--- src/rtl/zc_pkg.sv ---
package zc_pkg;
  localparam int ZC_ENTRIES = 8;
  localparam int ZC_WIDTH   = 8;

  // width of a running count that can reach n
  function automatic int cnt_bits(input int n);
    return $clog2(n + 1);
  endfunction
endpackage

--- src/rtl/zc_nz_prefix.sv ---
module zc_nz_prefix #(
  parameter int N  = 8,
  parameter int W  = 8,
  parameter int CW = 4
) (
  input  logic [N-1:0][W-1:0]  ent,
  output logic [N-1:0]         nz,
  output logic [N-1:0][CW-1:0] run_cnt
);
  always_comb begin
    logic [CW-1:0] acc;
    acc = '0;
    for (int i = 0; i < N; i++) begin
      nz[i]      = |ent[i];
      acc        = acc + CW'(nz[i]);
      run_cnt[i] = acc;
    end
  end
endmodule

--- src/rtl/zc_slot_mux.sv ---
module zc_slot_mux #(
  parameter int N  = 8,
  parameter int W  = 8,
  parameter int CW = 4,
  parameter int K  = 0
) (
  input  logic [N-1:0][W-1:0]  ent,
  input  logic [N-1:0]         nz,
  input  logic [N-1:0][CW-1:0] run_cnt,
  output logic [N-1:0]         pick,
  output logic [W-1:0]         val
);
  localparam logic [CW-1:0] RANK = CW'(K + 1);

  always_comb begin
    pick = '0;
    val  = '0;
    for (int i = K; i < N; i++) begin
      pick[i] = nz[i] && (run_cnt[i] == RANK);
      if (pick[i]) val = val | ent[i];
    end
  end
endmodule

--- src/rtl/zc_compactor.sv ---
module zc_compactor
  import zc_pkg::*;
#(
  parameter int N = ZC_ENTRIES,
  parameter int W = ZC_WIDTH
) (
  input  logic         clk,
  input  logic         rst,
  input  logic         load_i,
  input  logic [N*W-1:0] data_i,
  output logic [N*W-1:0] slot_o,
  output logic         valid_o
);
  localparam int CW = cnt_bits(N);

  logic [N-1:0][W-1:0]  ent_in;
  logic [N-1:0]         in_nz;
  logic [N-1:0][CW-1:0] in_run;
  logic [N-1:0][W-1:0]  next_slot;
  logic [N-1:0][N-1:0]  slot_pick;
  logic [N-1:0][W-1:0]  slot_q;
  logic [N-1:0]         out_nz;
  logic [CW-1:0]        in_total;

  assign ent_in   = data_i;
  assign in_total = in_run[N-1];

  zc_nz_prefix #(.N(N), .W(W), .CW(CW)) u_prefix (
    .ent     (ent_in),
    .nz      (in_nz),
    .run_cnt (in_run)
  );

  for (genvar k = 0; k < N; k++) begin : g_slot
    zc_slot_mux #(.N(N), .W(W), .CW(CW), .K(k)) u_mux (
      .ent     (ent_in),
      .nz      (in_nz),
      .run_cnt (in_run),
      .pick    (slot_pick[k]),
      .val     (next_slot[k])
    );
    assign out_nz[k] = |slot_q[k];

    AST_PICK_ONEHOT: assert property (@(posedge clk) disable iff (rst)
      $onehot0(slot_pick[k]));

    if (k > 0) begin : g_tail
      AST_ZERO_TAIL: assert property (@(posedge clk) disable iff (rst)
        !out_nz[k-1] |-> !out_nz[k]);
    end
  end

  always_ff @(posedge clk) begin
    if (rst) begin
      slot_q  <= '0;
      valid_o <= 1'b0;
    end else begin
      valid_o <= load_i;
      if (load_i) slot_q <= next_slot;
    end
  end

  assign slot_o = slot_q;

  AST_VALID_AFTER_LOAD: assert property (@(posedge clk) disable iff (rst)
    load_i |=> valid_o);
  AST_VALID_ONLY_LOAD: assert property (@(posedge clk) disable iff (rst)
    !load_i |=> !valid_o);
  AST_HOLD_IDLE: assert property (@(posedge clk) disable iff (rst)
    !load_i |=> $stable(slot_q));
  AST_COUNT_KEPT: assert property (@(posedge clk) disable iff (rst)
    load_i |=> (CW'($countones(out_nz)) == $past(in_total)));
  AST_LAST_SLOT: assert property (@(posedge clk) disable iff (rst)
    (load_i && !(&in_nz)) |=> !out_nz[N-1]);
endmodule

--- config.mk ---
export PLATFORM = sky130hd
export DESIGN_NAME = zc_compactor
export DESIGN_NICKNAME = d
export VERILOG_FILES = /design/src/rtl/zc_pkg.sv /design/src/rtl/zc_nz_prefix.sv /design/src/rtl/zc_slot_mux.sv /design/src/rtl/zc_compactor.sv
export SDC_FILE = /design/constraint.sdc
export NUM_CORES = 1
export LEC_CHECK = 0
export BUFFER_PORTS_ARGS = -buffer_cell sky130_fd_sc_hd__buf_2
export CORE_MARGIN = 3
export CORE_UTILIZATION = 58
export CTS_CLUSTER_DIAMETER = 40
export DETAILED_ROUTE_END_ITERATION = 6
export PLACE_DENSITY = 0.87
export SYNTH_ARGS = -nofsm -noshare
export SYNTH_HDL_FRONTEND = slang
export SYNTH_SLANG_ARGS = --single-unit
--- constraint.sdc ---
create_clock -name clk -period 12 [get_ports clk]
set_input_delay 0.6 -clock clk [delete_from_list [all_inputs] [get_ports clk]]
set_output_delay 0.6 -clock clk [all_outputs]
set_load 0.1 [all_outputs]
Word-level counts from Yosys, hierarchy flattened. Cells that the tools add are included. W data, S select, Z words.

Register bits: 65. Bits of input ports: 67. Word-level logic and storage cells: 158.

Add/subtract/negate cells: 7. Equal/unequal tests: 35. Muxes and demuxes: 36. Bitwise logic cells: 28. Reductions and logical operators: 43.

Operators by type and width (number): $mux W8 (36); $or A8 B8 Y8 (28); $reduce_or A8 Y1 (8); $eq A4 B3 Y1 const B (14); $eq A4 B2 Y1 const B (12); $logic_and A1 B1 Y1 (35); $add A4 B1 Y4 (6); $eq A4 B1 Y1 const B (6); $eq A4 B4 Y1 const B (1); $add A1 B1 Y2 (1); $eq A2 B1 Y1 const B (1); $eq A2 B2 Y1 const B (1).

Longest topological paths before layout.
Depth after elaboration: 17. Mapped depth: 17. Gate-level depth less buffers: 16.

Modules after synthesis. A second synthesis with hierarchy kept.

Cells, all modules: 730. Area total of the unflattened synthesis: 5776.8 um2.

Modules (own cells, without submodules): zc_compactor (times used 1, cells each 208, area an instance 2311.0 um2, seq. area each 1301.2 um2); zc_slot_mux (g_slot[2].u_mux) (times used 1, cells each 98, area an instance 584.3 um2, seq. area each 0.0 um2); zc_nz_prefix (times used 1, cells each 61, area an instance 535.5 um2, seq. area each 0.0 um2); zc_slot_mux (g_slot[0].u_mux) (times used 1, cells each 83, area an instance 504.2 um2, seq. area each 0.0 um2); zc_slot_mux (g_slot[1].u_mux) (times used 1, cells each 62, area an instance 409.1 um2, seq. area each 0.0 um2); zc_slot_mux (g_slot[4].u_mux) (times used 1, cells each 70, area an instance 386.6 um2, seq. area each 0.0 um2); zc_slot_mux (g_slot[3].u_mux) (times used 1, cells each 39, area an instance 315.3 um2, seq. area each 0.0 um2); zc_slot_mux (g_slot[5].u_mux) (times used 1, cells each 39, area an instance 285.3 um2, seq. area each 0.0 um2); zc_slot_mux (g_slot[6].u_mux) (times used 1, cells each 39, area an instance 231.5 um2, seq. area each 0.0 um2); zc_slot_mux (g_slot[7].u_mux) (times used 1, cells each 31, area an instance 214.0 um2, seq. area each 0.0 um2).

Worst setup path before layout. OpenSTA, ideal clock, no wires.

Kind: in2reg. Start: input port data_i[8]. End: register slot_q, in the netlist slot_o[56]. Setup time: 0.062 ns. Arrival time: 5.034 ns. Data required time: 11.938 ns. Slack: 6.903 ns. Stages: 13. Cell sequence: nor4_1 -> nand2_1 -> fa_1 -> ha_1 -> ha_1 -> ha_1 -> ha_1 -> ha_1 -> ha_1 -> a211oi_1 -> nand4_1 -> o22ai_1 -> a22o_1.

Longest elaborated chain between the ends: 11.

RTL lines: from (decl) (RTL line zc_compactor.sv:10) `input logic [N*W-1:0] data_i,`; $reduce_or A8 Y1 (RTL line zc_nz_prefix.sv:14) `nz[i] = |ent[i];`; $add A1 B1 Y2 (RTL line zc_nz_prefix.sv:15) `acc = acc + CW'(nz[i]);`; $add A4 B1 Y4 (6 in a row) (RTL line zc_nz_prefix.sv:15); $eq A4 B4 Y1 (RTL line zc_slot_mux.sv:19) `pick[i] = nz[i] && (run_cnt[i] == RANK);`; $logic_and A1 B1 Y1 (RTL line zc_slot_mux.sv:19); $mux W8 (RTL line zc_slot_mux.sv:20) `if (pick[i]) val = val | ent[i];`; to (signal assigned) (RTL line zc_compactor.sv:59) `if (load_i) slot_q <= next_slot;`; to (decl) (RTL line zc_compactor.sv:21) `logic [N-1:0][W-1:0] slot_q;`.

Every way passes these cells. A chain may end at the register's enable or synchronous reset.

Final worst setup path.
Start: input port data_i[8]. End: register slot_q, in the netlist slot_o[16].

Longest elaborated chain between the ends: 16.

RTL lines (RTL line): $reduce_or A8 Y1 (*) (zc_nz_prefix.sv:14); $add A1 B1 Y2 (*) (zc_nz_prefix.sv:15); $add A4 B1 Y4 (*) (zc_nz_prefix.sv:15); parallel branches: the longest is 12 deep, another holds $add A4 B1 Y4; $mux W8 (*) (zc_slot_mux.sv:20).

Every way passes the cells marked *.

==> run summary <==
Status = finished, final reports clean
CTS Buffer Depth = 2
Met2 usage = 0.567
Slowest stage delay, CP = 0.93 ns
Final Setup Violations = 0
Synthesized area per cell = 7.81 um2
WL final = 18900 um
Post-Synthesis Net Count = 727
Setup Skew = 0 ns
Starting Density = 0.605
Crit path max-delay family = compound AO/OA/AOI/OAI gates
Synth unique cells = 62
Number of synthesized flops with an enable pin = 0
DRC Markers = 0
Die Height = 99.2 um
Mapped Area = 0.00504 mm2
CP Capture Type = register
Post-CTS Resized = 0
Final setup TNS = 0 ns
Power density cells = 123 mW/mm2
Final min period = 5.99 ns
GPL Wtd Cong = 0.976
FMAX = 0.167 GHz
Unrepaired setup endpoints after global routing = false
Int Pwr = 406 uW
Initial antenna violation count = 0
Synth Flop Type = dfxtp_1
Worst-Skew Late Latency = 0.35 ns
Rows = 33
Peak ir drop on the vdd network = 0.0000683 V
Combinational power share = 0.366
Hold_buf cts = 0
Cells after synthesis = 646
Die width = 99.2 um
Diode count = 0
Critical Path Start Type = input pin
PortBufs = 131
Pin count of the biggest net entering global routing = 68
Via count = 6248
Most used cell, CP = ha_1
Clk sinks = 65
Max FO, Critical Path = 24
WP data required = 12.25 ns
CP Cell Sequence = buf_2 -> nor4_1 -> nand2_1 -> fa_1 -> ha_1 -> ha_1 -> ha_1 -> nand2_1 -> or3_1 -> o2111a_1 -> a211o_1 -> or3_1 -> a211oi_4 -> o211ai_1 -> a211oi_1
Buf+Inv Stages, Crit Path = 1
Clock power frac = 0.298
Period utilization = 0.499
Slew headroom = 0.191
Final net count = 817
Postcts setup bufs = 0
R2R Setup Slk = 11.09 ns
Ys Warns = 0
Kind of critical path = input pin to register
Core area = 0.00834 mm2
Top Ports = 132
Vias in the first global route = 5767
Die ar. = 0.00985 mm2
Filler instances = 732
Lkg Pwr = 2.34 nW
Layout cells sized above 1 = 0.223
CTS tree = built
DP Cell Count = 830
Total CTS buffers = 9
H-tree depth = 3
Cell taking the most area after synthesis = dfxtp_1
DR WL/cell = 22.3 um
Max cap viols = 0
Final Max Slew Viols = 0
Sw Ratio = 0.437
Post-DP HPWL = 14000 um
Hold Fails Final Rpt = 0
Gr ovfl total = 0
Multi-input gate area = 0.00344 mm2
Root Buffer = clkbuf_8
WP data arrival = 6.25 ns
Seq pwr share = 0.336
Synthesis-to-layout area growth = 15.9%
Synth Register Bits = 65
Global-route wire length before repair = 29900 um
Sequential share of the synthesized area = 0.258
Slowest-stage cell, CP = a211oi_4
Slew @ Worst Pin = 1.21 ns
CTS clk-pin slew, worst paths = 0.08 ns
FF/Latch Area = 0.00130 mm2
Non-filler cells, final = 846
HP Class = register to register
Detail Route Antenna Nets = 0
Grt peak-use layer = met2
Met3 GRT Util = 0.0961
Total GRT Usage = 0.371
Net Switching = 315 uW
Grt met1 use = 0.497
Mean number of vias per cell = 7.39
DR iter-0 viols = 732
Top cell type's share of synthesized area = 0.258
Ys async rst share = 0
Initial DRT Pass Iterations = 7
Top cells by area, synth = dfxtp_1, a221o_1, a211oi_1
worst reg2reg max path: stages (launching register included):
cell and delay [ns]:
dfxtp_1 0.33, o22a_1 0.20, a41oi_1 0.17, a21oi_1 0.09
power by group through the flow:
stage / Sequential, mW / Combinational, mW / Clock (mW)
after floorplan: 0.366 / 0.0783 / 0
after global placement: 0.246 / 0.256 / 0
after detailed placement: 0.247 / 0.259 / 0
after CTS: 0.242 / 0.260 / 0.214
after global routing: 0.244 / 0.274 / 0.223
final: 0.242 / 0.264 / 0.215
layer usage:
layer	wire, um	vias to the layer above	part of all wire
li1	-	2774	-
met1	7290	2856	0.39
met2	8120	529	0.43
met3	2590	89	0.14
met4	845	0	0.045
met5	0	-	0
sequential cells by signal, summed over array words and instances (netlist names):
register and count:
slot_o 64, valid_o 1
logic make-up (layout without fill, tap and decap cells):
logic type | Yosys count | after routing | synth area share
AO/OA/AOI/OAI | 261 | 261 | 0.412
XOR/XNOR | 6 | 6 | 0.0132
adder cells (fa/ha/maj) | 14 | 14 | 0.0362
buffers and inverters | 70 | 165 | 0.0598
flip-flops | 65 | 65 | 0.258
multiplexers | 1 | 1 | 0.00447
AND/OR/NAND/NOR | 229 | 229 | 0.216
area by class of cell:
type	instances	share of cell area
sequential	65	0.223
clock inverter	7	0.0171
inverter	12	0.00771
clock buffer	9	0.0212
timing repair buffer	137	0.120
tap	105	0.0225
multi-input combinational	511	0.589
stage by stage:
stage / hold slack (ns) / total power, mW / util / instance area (um2) / worst slack (ns)
CTS: 0.477 / 0.715 / 0.700 / 5840 / 6.10
finish: 0.476 / 0.721 / 0.700 / 5840 / 6.01
detailed placement: 0.450 / 0.506 / 0.674 / 5620 / 5.77
global placement: 0.453 / 0.502 / 0.674 / 5620 / 5.96
global route: 0.492 / 0.741 / 0.700 / 5840 / 5.67
floorplan: 0.825 / 0.444 / - / 5040 / 6.90
worst paths after layout:
path                   start    endpoint  depth (start not counted)
setup reg to reg  slot_o[11]  slot_o[11]                          3
setup / recovery   data_i[8]  slot_o[16]                         15
hold reg to reg   slot_o[59]  slot_o[59]                          1
hold / removal    slot_o[59]  slot_o[59]                          1
synth_stat cells, drive strengths merged (8+ instances only):
cell and n:
a21oi 17, o211ai 39, nand2 63, clkbuf 39
nand3 28, o21ai 31, dfxtp 65, inv 12
nor3 12, buf 19, a221oi 33, nor2 69
a221o 48, a22o 8, a211oi 52, nor4 20
a22oi 8, ha 13
layout by cell type, fill, tap and decap left out, types with 28 or more instances in the layout:
cell type	count
dfxtp_1	65
nand3_1	28
a221oi_1	33
o211ai_1	39
a211oi_1	49
nor2_1	69
a221o_1	48
o21ai_0	29
nand2_1	62
buf_2	131
(Power assumes the default switching activity.)
